===== config.mk =====
export PLATFORM = sky130hd
export DESIGN_NAME = hzd_fwd_unit
export DESIGN_NICKNAME = d
export VERILOG_FILES = /design/src/rtl/hzd_pkg.sv /design/src/rtl/hzd_stage_match.sv /design/src/rtl/hzd_src_select.sv /design/src/rtl/hzd_load_interlock.sv /design/src/rtl/hzd_branch_kill.sv /design/src/rtl/hzd_fwd_unit.sv
export SDC_FILE = /design/constraint.sdc
export NUM_CORES = 1
export LEC_CHECK = 0
export ABC_AREA = 1
export BUFFER_PORTS_ARGS = -buffer_cell sky130_fd_sc_hd__clkbuf_2
export CAP_MARGIN = 20
export CORE_MARGIN = 1.5
export CORE_UTILIZATION = 47
export DETAILED_ROUTE_END_ITERATION = 8
export MAX_ROUTING_LAYER = met4
export PLACE_DENSITY = 0.92
export SLEW_MARGIN = 20
export SYNTH_ARGS = -nofsm -noshare
export SYNTH_HDL_FRONTEND = slang
export SYNTH_SLANG_ARGS = --single-unit

===== constraint.sdc =====
create_clock -name vclk -period 1.5
set_input_delay 0.375 -clock vclk [all_inputs]
set_output_delay 0.375 -clock vclk [all_outputs]
set_load 0.01 [all_outputs]

===== src/rtl/hzd_pkg.sv =====
package hzd_pkg;
  // origin of an operand delivered to the decode-stage operand latch
  typedef enum logic [1:0] {
    SRC_RF  = 2'd0,
    SRC_EXE = 2'd1,
    SRC_MEM = 2'd2,
    SRC_WB  = 2'd3
  } opnd_src_e;

  // producers ordered youngest first: index 0 execute, 1 memory, 2 writeback
  localparam int unsigned N_PROD = 3;
  // decode-stage source operands
  localparam int unsigned N_SRC  = 2;
  localparam int unsigned SEL_W  = 2;
endpackage


===== src/rtl/hzd_stage_match.sv =====
module hzd_stage_match #(
  parameter int unsigned REG_AW = 5
) (
  input  logic [REG_AW-1:0] src,
  input  logic [REG_AW-1:0] dst,
  input  logic              wen,
  output logic              hit
);
  localparam logic [REG_AW-1:0] ZERO_REG = '0;

  logic dst_live;

  // a producer only counts when it really writes a non-zero register
  assign dst_live = wen && (dst != ZERO_REG);
  assign hit      = dst_live && (dst == src);
endmodule


===== src/rtl/hzd_src_select.sv =====
module hzd_src_select
  import hzd_pkg::*;
#(
  parameter int unsigned NP = N_PROD
) (
  input  logic [NP-1:0] hits,
  output opnd_src_e     sel
);
  // walk from the oldest producer to the youngest so the youngest overrides
  always_comb begin
    sel = SRC_RF;
    for (int p = NP - 1; p >= 0; p--) begin
      if (hits[p]) begin
        sel = opnd_src_e'(SEL_W'(p + 1));
      end
    end
  end
endmodule


===== src/rtl/hzd_load_interlock.sv =====
module hzd_load_interlock #(
  parameter int unsigned NS = 2
) (
  input  logic          exe_is_load,
  input  logic          exe_br_taken,
  input  logic [NS-1:0] exe_hits,
  output logic          hold_pc,
  output logic          hold_dec,
  output logic          bubble_exe
);
  logic dep_on_load;
  logic need_stall;

  assign dep_on_load = exe_is_load && (|exe_hits);
  // a taken branch kills the dependent instruction, so no wait is needed
  assign need_stall  = dep_on_load && !exe_br_taken;

  assign hold_pc    = need_stall;
  assign hold_dec   = need_stall;
  assign bubble_exe = need_stall;
endmodule


===== src/rtl/hzd_branch_kill.sv =====
module hzd_branch_kill #(
  parameter int unsigned KILL_DEPTH = 2
) (
  input  logic                  exe_br_taken,
  output logic [KILL_DEPTH-1:0] kill_vec
);
  // one kill per younger instruction already fetched behind the branch
  generate
    for (genvar k = 0; k < KILL_DEPTH; k++) begin : g_kill
      assign kill_vec[k] = exe_br_taken;
    end
  endgenerate
endmodule


===== src/rtl/hzd_fwd_unit.sv =====
module hzd_fwd_unit
  import hzd_pkg::*;
#(
  parameter int unsigned REG_AW = 5
) (
  input  logic [REG_AW-1:0] dec_src_a,
  input  logic [REG_AW-1:0] dec_src_b,
  input  logic [REG_AW-1:0] exe_dst,
  input  logic              exe_wen,
  input  logic              exe_is_load,
  input  logic              exe_br_taken,
  input  logic [REG_AW-1:0] mem_dst,
  input  logic              mem_wen,
  input  logic [REG_AW-1:0] wb_dst,
  input  logic              wb_wen,
  output logic [1:0]        fwd_sel_a,
  output logic [1:0]        fwd_sel_b,
  output logic              hold_pc,
  output logic              hold_dec,
  output logic              bubble_exe,
  output logic              kill_dec,
  output logic              kill_exe
);
  localparam int unsigned KILL_DEPTH = 2;

  logic [N_SRC-1:0][REG_AW-1:0]  src_num;
  logic [N_PROD-1:0][REG_AW-1:0] prod_dst;
  logic [N_PROD-1:0]             prod_wen;
  logic [N_SRC-1:0][N_PROD-1:0]  hit;
  opnd_src_e                     sel   [N_SRC];
  logic [N_SRC-1:0]              exe_hit;
  logic [KILL_DEPTH-1:0]         kill_vec;

  assign src_num[0]  = dec_src_a;
  assign src_num[1]  = dec_src_b;
  assign prod_dst[0] = exe_dst;
  assign prod_dst[1] = mem_dst;
  assign prod_dst[2] = wb_dst;
  assign prod_wen[0] = exe_wen;
  assign prod_wen[1] = mem_wen;
  assign prod_wen[2] = wb_wen;

  generate
    for (genvar s = 0; s < N_SRC; s++) begin : g_src
      for (genvar p = 0; p < N_PROD; p++) begin : g_prod
        hzd_stage_match #(.REG_AW(REG_AW)) match_i (
          .src (src_num[s]),
          .dst (prod_dst[p]),
          .wen (prod_wen[p]),
          .hit (hit[s][p])
        );
      end

      hzd_src_select #(.NP(N_PROD)) select_i (
        .hits (hit[s]),
        .sel  (sel[s])
      );

      assign exe_hit[s] = hit[s][0];
    end
  endgenerate

  hzd_load_interlock #(.NS(N_SRC)) interlock_i (
    .exe_is_load  (exe_is_load),
    .exe_br_taken (exe_br_taken),
    .exe_hits     (exe_hit),
    .hold_pc      (hold_pc),
    .hold_dec     (hold_dec),
    .bubble_exe   (bubble_exe)
  );

  hzd_branch_kill #(.KILL_DEPTH(KILL_DEPTH)) kill_i (
    .exe_br_taken (exe_br_taken),
    .kill_vec     (kill_vec)
  );

  assign fwd_sel_a = sel[0];
  assign fwd_sel_b = sel[1];
  assign kill_dec  = kill_vec[0];
  assign kill_exe  = kill_vec[1];
endmodule


==> summary.md, run 1 <==
| Metric | Value |
|---|---|
| First-pass GRT wire length | `3860 µm` |
| RSZ-0062 raised after global routing | `yes` |
| Biggest cell delay along the critical path | `0.22 ns` |
| Setup crit start kind | `input pin` |
| Worst IR Drop VDD | `about 0.24 mV` |
| Hold Path Class | `in -> out` |
| Grt ovf | `0` |
| Placer Congestion | `~0.93` |
| Seq cells | `0` |
| Top layer in use | `met4` |
| YS warnings | `0` |
| Layout cells sized above 1 | `43.5%` |
| Util after Layout | `89.2%` |
| Ant diodes | `0` |
| Synthesized cell area | `696 µm²` |
| Met2 wire length | `around 1500 µm` |
| Row cnt | `13` |
| Largest net degree at the start of global routing | `6` |
| Final WL | `~3000 µm` |
| Worst setup path start | `dec_src_a[4]` |
| Routed Antenna Nets | `0` |
| Buf+Inv Stages, Crit Path | `2` |
| Core Footprint | `1330 µm²` |
| Final setup margin | `-0.259 ns` |
| Clkbuf count | `0` |
| Critical path type | `in -> out` |
| Metal-1 WL | `roughly 1100 µm` |
| DIE WIDTH | `slightly above 40 µm` |
| Placed Cells | `between 150 and 200` |
| Crit-path cells | `clkbuf_2, xnor2_1, nor2b_1, nand3_2, a21oi_4, buf_2` |
| Syn Nets | `approximately 160` |
| Worst slew pin tran | `~0.32 ns` |
| Met3 WL | `between 150 and 200 µm` |
| Initial antenna violation count | `0` |
| Vias in the first global route | `about 930` |
| Final setup viols | `7` |
| Routed wire per std cell | `between 15 and 20 µm` |
| Sequential fraction of the synthesis area | `0%` |
| CP Max Fanout | `3` |
| Via count | `around 1000` |
| Nets | `200` |
| DRC viols | `0` |
| LEAKAGE | `roughly 0.66 nW` |
| Number of vias per cell | `around 5.7` |
| GRT Total Usage | `between 20% and 30%` |
| Crit path required time | `~1.1 ns` |
| Area growth syn-to-layout | `71.0%` |
| Hold WS | `between 0.9 and 1 ns` |
| Initial DRC count | `53` |
| Mapped Cells | `133` |
| Fmax | `569 MHz` |
| Critical path endpoint category | `output port` |
| Slew Limit Fails | `0` |
| Initial Util | `between 50% and 60%` |
| Final Hold Viols | `0` |
| Setup TNS | `-1.45 ns` |
| IO Pins | `39` |
| Tmin final | `about 1.8 ns` |
| Instance count on the critical path | `6` |
| CP max stage cell | `a21oi_4` |
| Register area | `0 µm²` |
| Failing checks | `negative setup slack` |
| CP top delay family | `simple AND/OR/NAND/NOR gates` |
| Pre-antenna DRT Iters | `4` |
| IO buf count | `39` |
| Post-synthesis cell type count | `17` |
| Power Density | `~300 nW/µm²` |
| Hpwl dp | `1730 µm` |
| Setup crit end | `bubble_exe` |
| Crit path DAT | `1.38 ns` |
| Synthesized area per cell | `5.23 µm²` |
| Max_cap viols | `0` |
| Outcome | `complete, but fails checks` |
| Height of the chip | `41.5 µm` |
| Die area | `between 1500 and 2000 µm²` |
| Total Power | `between 0.3 and 0.4 mW` |
| Final non-filler cell total | `about 180` |
| Relative slew slack | `between 70% and 80%` |
| Final worst path period share | `117%` |
[power breakdown]
group	total, mW	switching [mW]	internal [mW]
registers	0	0	0
clock network	0	0	0
logic	0.354	0.179	0.175
total	0.354	0.179	0.175
[worst min path at each step]
stage,from,to,cells after the start
global placement,exe_br_taken,kill_exe,2
finish,exe_br_taken,kill_dec,2
detailed placement,exe_br_taken,kill_exe,2
CTS,exe_br_taken,kill_exe,2
floorplan,exe_br_taken,kill_dec,1
global route,exe_br_taken,kill_dec,2
[kinds of logic (layout without fill, tap and decap cells)]
logic type	after synthesis	in the layout	share of synthesized area (%)
and+or+nand+nor	80	80	48.9
buffers and inverters	26	61	17.6
xor gates and xnor gates	24	24	30.2
AOI/OAI and AO/OA	3	3	3.24
[cells in the final DEF, fill, tap and decap left out]
cell	Yosys	final
clkbuf_2	0	18
buf_8	0	5
xnor2_1	11	4
nand4_2	1	1
buf_4	4	2
xor2_2	0	1
nor2_2	1	3
nand2_2	0	7
buf_6	1	5
nor2_1	21	18
clkbuf_16	0	2
xnor2_2	0	6
inv_4	0	3
clkbuf_8	0	5
inv_2	2	5
nand3b_1	1	1
nor2b_1	3	3
inv_1	17	11
nand2_1	43	36
buf_12	0	2
xor2_1	13	12
a21oi_4	0	1
nand3_2	1	1
buf_2	2	3
a21oi_1	1	1
xnor2_4	0	1
nor2_4	0	1
a21oi_2	2	1
nand3_1	9	9
[per-layer routing]
| metal | GRT usage, % | vias to the layer above |
|---|---|---|
| met2 | 51.6 | 83 |
| met1 | 31.9 | 466 |
| met5 | - | - |
| met4 | 12.3 | 0 |
| li1 | - | 468 |
| met3 | 1.30 | 24 |
[synth_stat cells (2+ instances only)]
| master | n | share of area [%] |
|---|---|---|
| a21oi_2 | 2 | 2.5 |
| buf_2 | 2 | 1.4 |
| buf_4 | 4 | 4.3 |
| inv_1 | 17 | 9.2 |
| inv_2 | 2 | 1.1 |
| nand2_1 | 43 | 23 |
| nand3_1 | 9 | 6.5 |
| nor2_1 | 21 | 11 |
| nor2b_1 | 3 | 2.7 |
| xnor2_1 | 11 | 14 |
| xor2_1 | 13 | 16 |
[what timing repair did]
action | CTS | global route
endpoints found under the setup margin | 7 | 7
resized for setup | 31 | 42
setup buffers | 0 | 0
pin swaps | 15 | 25
hold buffers | 0 | 0
[metrics by stage]
stage	instance area, µm²	setup slack (ns)
2_1_floorplan	703	-0.0352
4_1_cts	1070	-0.174
3_5_place_dp	888	-0.237
5_1_grt	1190	-0.274
6_report	1190	-0.259
3_3_place_gp	888	-0.181
[layout make-up]
type	instances	area, µm²
Fill cell	63	144
Multi-Input combinational cell	107	682
Tap cell	15	18.8
Timing Repair Buffer	42	410
Inverter	19	78.8
No activity file was read; power rests on OpenSTA's default activity.
==> inputs of run 2 (changes only) <==
==> constraint.sdc (replaced) <==
create_clock -name vclk -period 1.5
set_input_delay 0.075 -clock vclk [all_inputs]
set_output_delay 0.075 -clock vclk [all_outputs]
set_load 0.01 [all_outputs]
==> run 2 against run 1 <==
Effect of this change: the flow now finishes without violations; highest routed layer unchanged; non-clock buffer count fell by 3; critical endpoint unchanged; routed wire length fell by 40%; critical path depth rose by 2; die area did not move.
==> summary.md, run 2 (synthesized netlist as in run 1, its figures left out) <==
| Metric | Value |
|---|---|
| Height of the chip | `41.5 µm (unchanged)` |
| Final worst path period share | `72.1% (-45 points)` |
| Max_cap viols | `0 (unchanged)` |
| Hold_sp | `exe_br_taken` |
| Worst slew pin tran | `0.222 ns (-0.100 ns)` |
| Power Density | `267 nW/µm² (-11%)` |
| Via count | `831 (-20%)` |
| Largest net degree at the start of global routing | `6 (unchanged)` |
| Util after Layout | `64.4% (-25 points)` |
| Final WL | `1800 µm (-40%)` |
| Post-CTS Setup Bufs | `0 (unchanged)` |
| Crit path required time | `1.42 ns (+0.30 ns)` |
| GRT Total Usage | `22.6% (-5.9 points)` |
| Register area | `0 µm² (unchanged)` |
| Post-place setup slack | `0.423 ns (+0.660 ns)` |
| Most frequent cells in the layout | `43 x nand2_1, 39 x clkbuf_2, 21 x nor2_1` |
| Grt ovf | `0 (unchanged)` |
| Ant diodes | `0 (unchanged)` |
| Placed Cells | `180 (-1.6%)` |
| Pint | `0.0993 mW (-43%)` |
| Crit path DAT | `1.01 ns (-0.37 ns)` |
| Number of fill cells | `141 (+120%)` |
| Setup TNS | `0 ns (+1.45 ns)` |
| Outcome | `complete, no violations` |
| IO Pins | `39 (unchanged)` |
| P_sw | `0.129 mW (-28%)` |
| Most common cell after layout, fill and taps aside | `nand2_1` |
| Tmin final | `1.08 ns (-0.677 ns)` |
| Post-CTS Resized | `0 (-100%)` |
| Placer Congestion | `0.927 (-0.70%)` |
| CP Max Fanout | `4 (+1)` |
| Fmax | `924 MHz (+63%)` |
| Power share of the clock group | `0% (unchanged)` |
| Dpl cell area | `858 µm² (-3.4%)` |
| Hold Path Depth | `2 (unchanged)` |
| Setup crit start kind | `input pin` |
| Sequential power share | `0% (unchanged)` |
| Seq cells | `0 (unchanged)` |
| Initial DRC count | `3 (-94%)` |
| DRC viols | `0 (unchanged)` |
| RSZ-0062 raised after global routing | `no` |
| Area growth syn-to-layout | `23.4%` |
| Hold worst-path end | `kill_exe` |
| Critical path type | `in -> out` |
| Vias in the first global route | `806 (-14%)` |
| Worst IR Drop VDD | `0.156 mV (-34%)` |
| Hpwl dp | `1630 µm (-5.6%)` |
| Core Footprint | `1330 µm² (unchanged)` |
| Number of vias per cell | `4.62 (-19%)` |
| Nets | `197 (-1.5%)` |
| LEAKAGE | `0.546 nW (-18%)` |
| First-pass GRT wire length | `3190 µm (-17%)` |
| DIE WIDTH | `41.5 µm (unchanged)` |
| Final non-filler cell total | `180 (-1.6%)` |
| Post-CTS Hold Fix Bufs | `0 (unchanged)` |
| Slew Limit Fails | `0 (unchanged)` |
| Hold WS | `0.363 ns (-0.605 ns)` |
| Combinational share of power | `100.0% (about the same)` |
| Routed Antenna Nets | `0 (unchanged)` |
| Hold Path Class | `in -> out` |
| Initial Util | `52.2% (unchanged)` |
| Final Hold Viols | `0 (unchanged)` |
| Total Power | `0.229 mW (-35%)` |
| Initial antenna violation count | `0 (unchanged)` |
| Design Area, Final | `858 µm² (-28%)` |
| Worst setup path start | `dec_src_b[3]` |
| Routed wire per std cell | `10.0 µm (-39%)` |
| IO buf count | `39 (unchanged)` |
| Critical path endpoint category | `output port` |
| Sw Share | `56.6% (+5.9 points)` |
| Relative slew slack | `85.1% (+6.7 points)` |
| Layout cells sized above 1 | `27.9% (-16 points)` |
| Clkbuf count | `0 (unchanged)` |
| Die area | `1720 µm² (unchanged)` |
| Pre-antenna DRT Iters | `4 (unchanged)` |
| Row cnt | `13 (unchanged)` |
| Final setup viols | `0 (-7)` |
| Final setup margin | `0.418 ns (+0.677 ns)` |
[run 2: cell count changes in the layout (fill, tap and decap cells not counted), sizes merged]
| cell | delta |
|---|---|
| buf | -17 |
| clkbuf | +14 |
[run 2: worst max-delay path, cell delays in order]
cell      delay, ns
clkbuf_2       0.13
inv_1          0.06
nand2_1        0.05
nand2_1        0.04
nor2_1         0.16
nand4_2        0.14
a21oi_2        0.18
clkbuf_2       0.16
[run 2: power by group through the flow]
| stage | combinational (mW) | sequential [mW] | clock, mW |
|---|---|---|---|
| 5_1_grt | 0.259 | 0 | 0 |
| 3_5_place_dp | 0.228 | 0 | 0 |
| 4_1_cts | 0.229 | 0 | 0 |
| 2_1_floorplan | 0.144 | 0 | 0 |
| 6_report | 0.229 | 0 | 0 |
| 3_3_place_gp | 0.220 | 0 | 0 |
[run 2: worst max path at each step]
stage                             to  cells after the start
after floorplan             hold_dec                      8
after global placement    bubble_exe                      8
after detailed placement  bubble_exe                      8
after CTS                 bubble_exe                      8
after global routing      bubble_exe                      8
final                     bubble_exe                      8
[run 2: layer usage]
metal | up-vias | track usage [%] | wire [µm]
li1 | 455 | - | -
met1 | 353 | 28.3 | 824
met2 | 21 | 40.3 | 909
met3 | 2 | 0.870 | 52
met4 | 0 | 3.87 | 17
met5 | - | - | 0
[run 2: layout make-up]
cell class / count / area, µm² / share of cell area [%]
inverters: 19 / 71.3 / 8.31
multi-input cells: 107 / 573 / 66.8
well taps: 15 / 18.8 / 2.19
repair buffers: 39 / 195 / 22.7
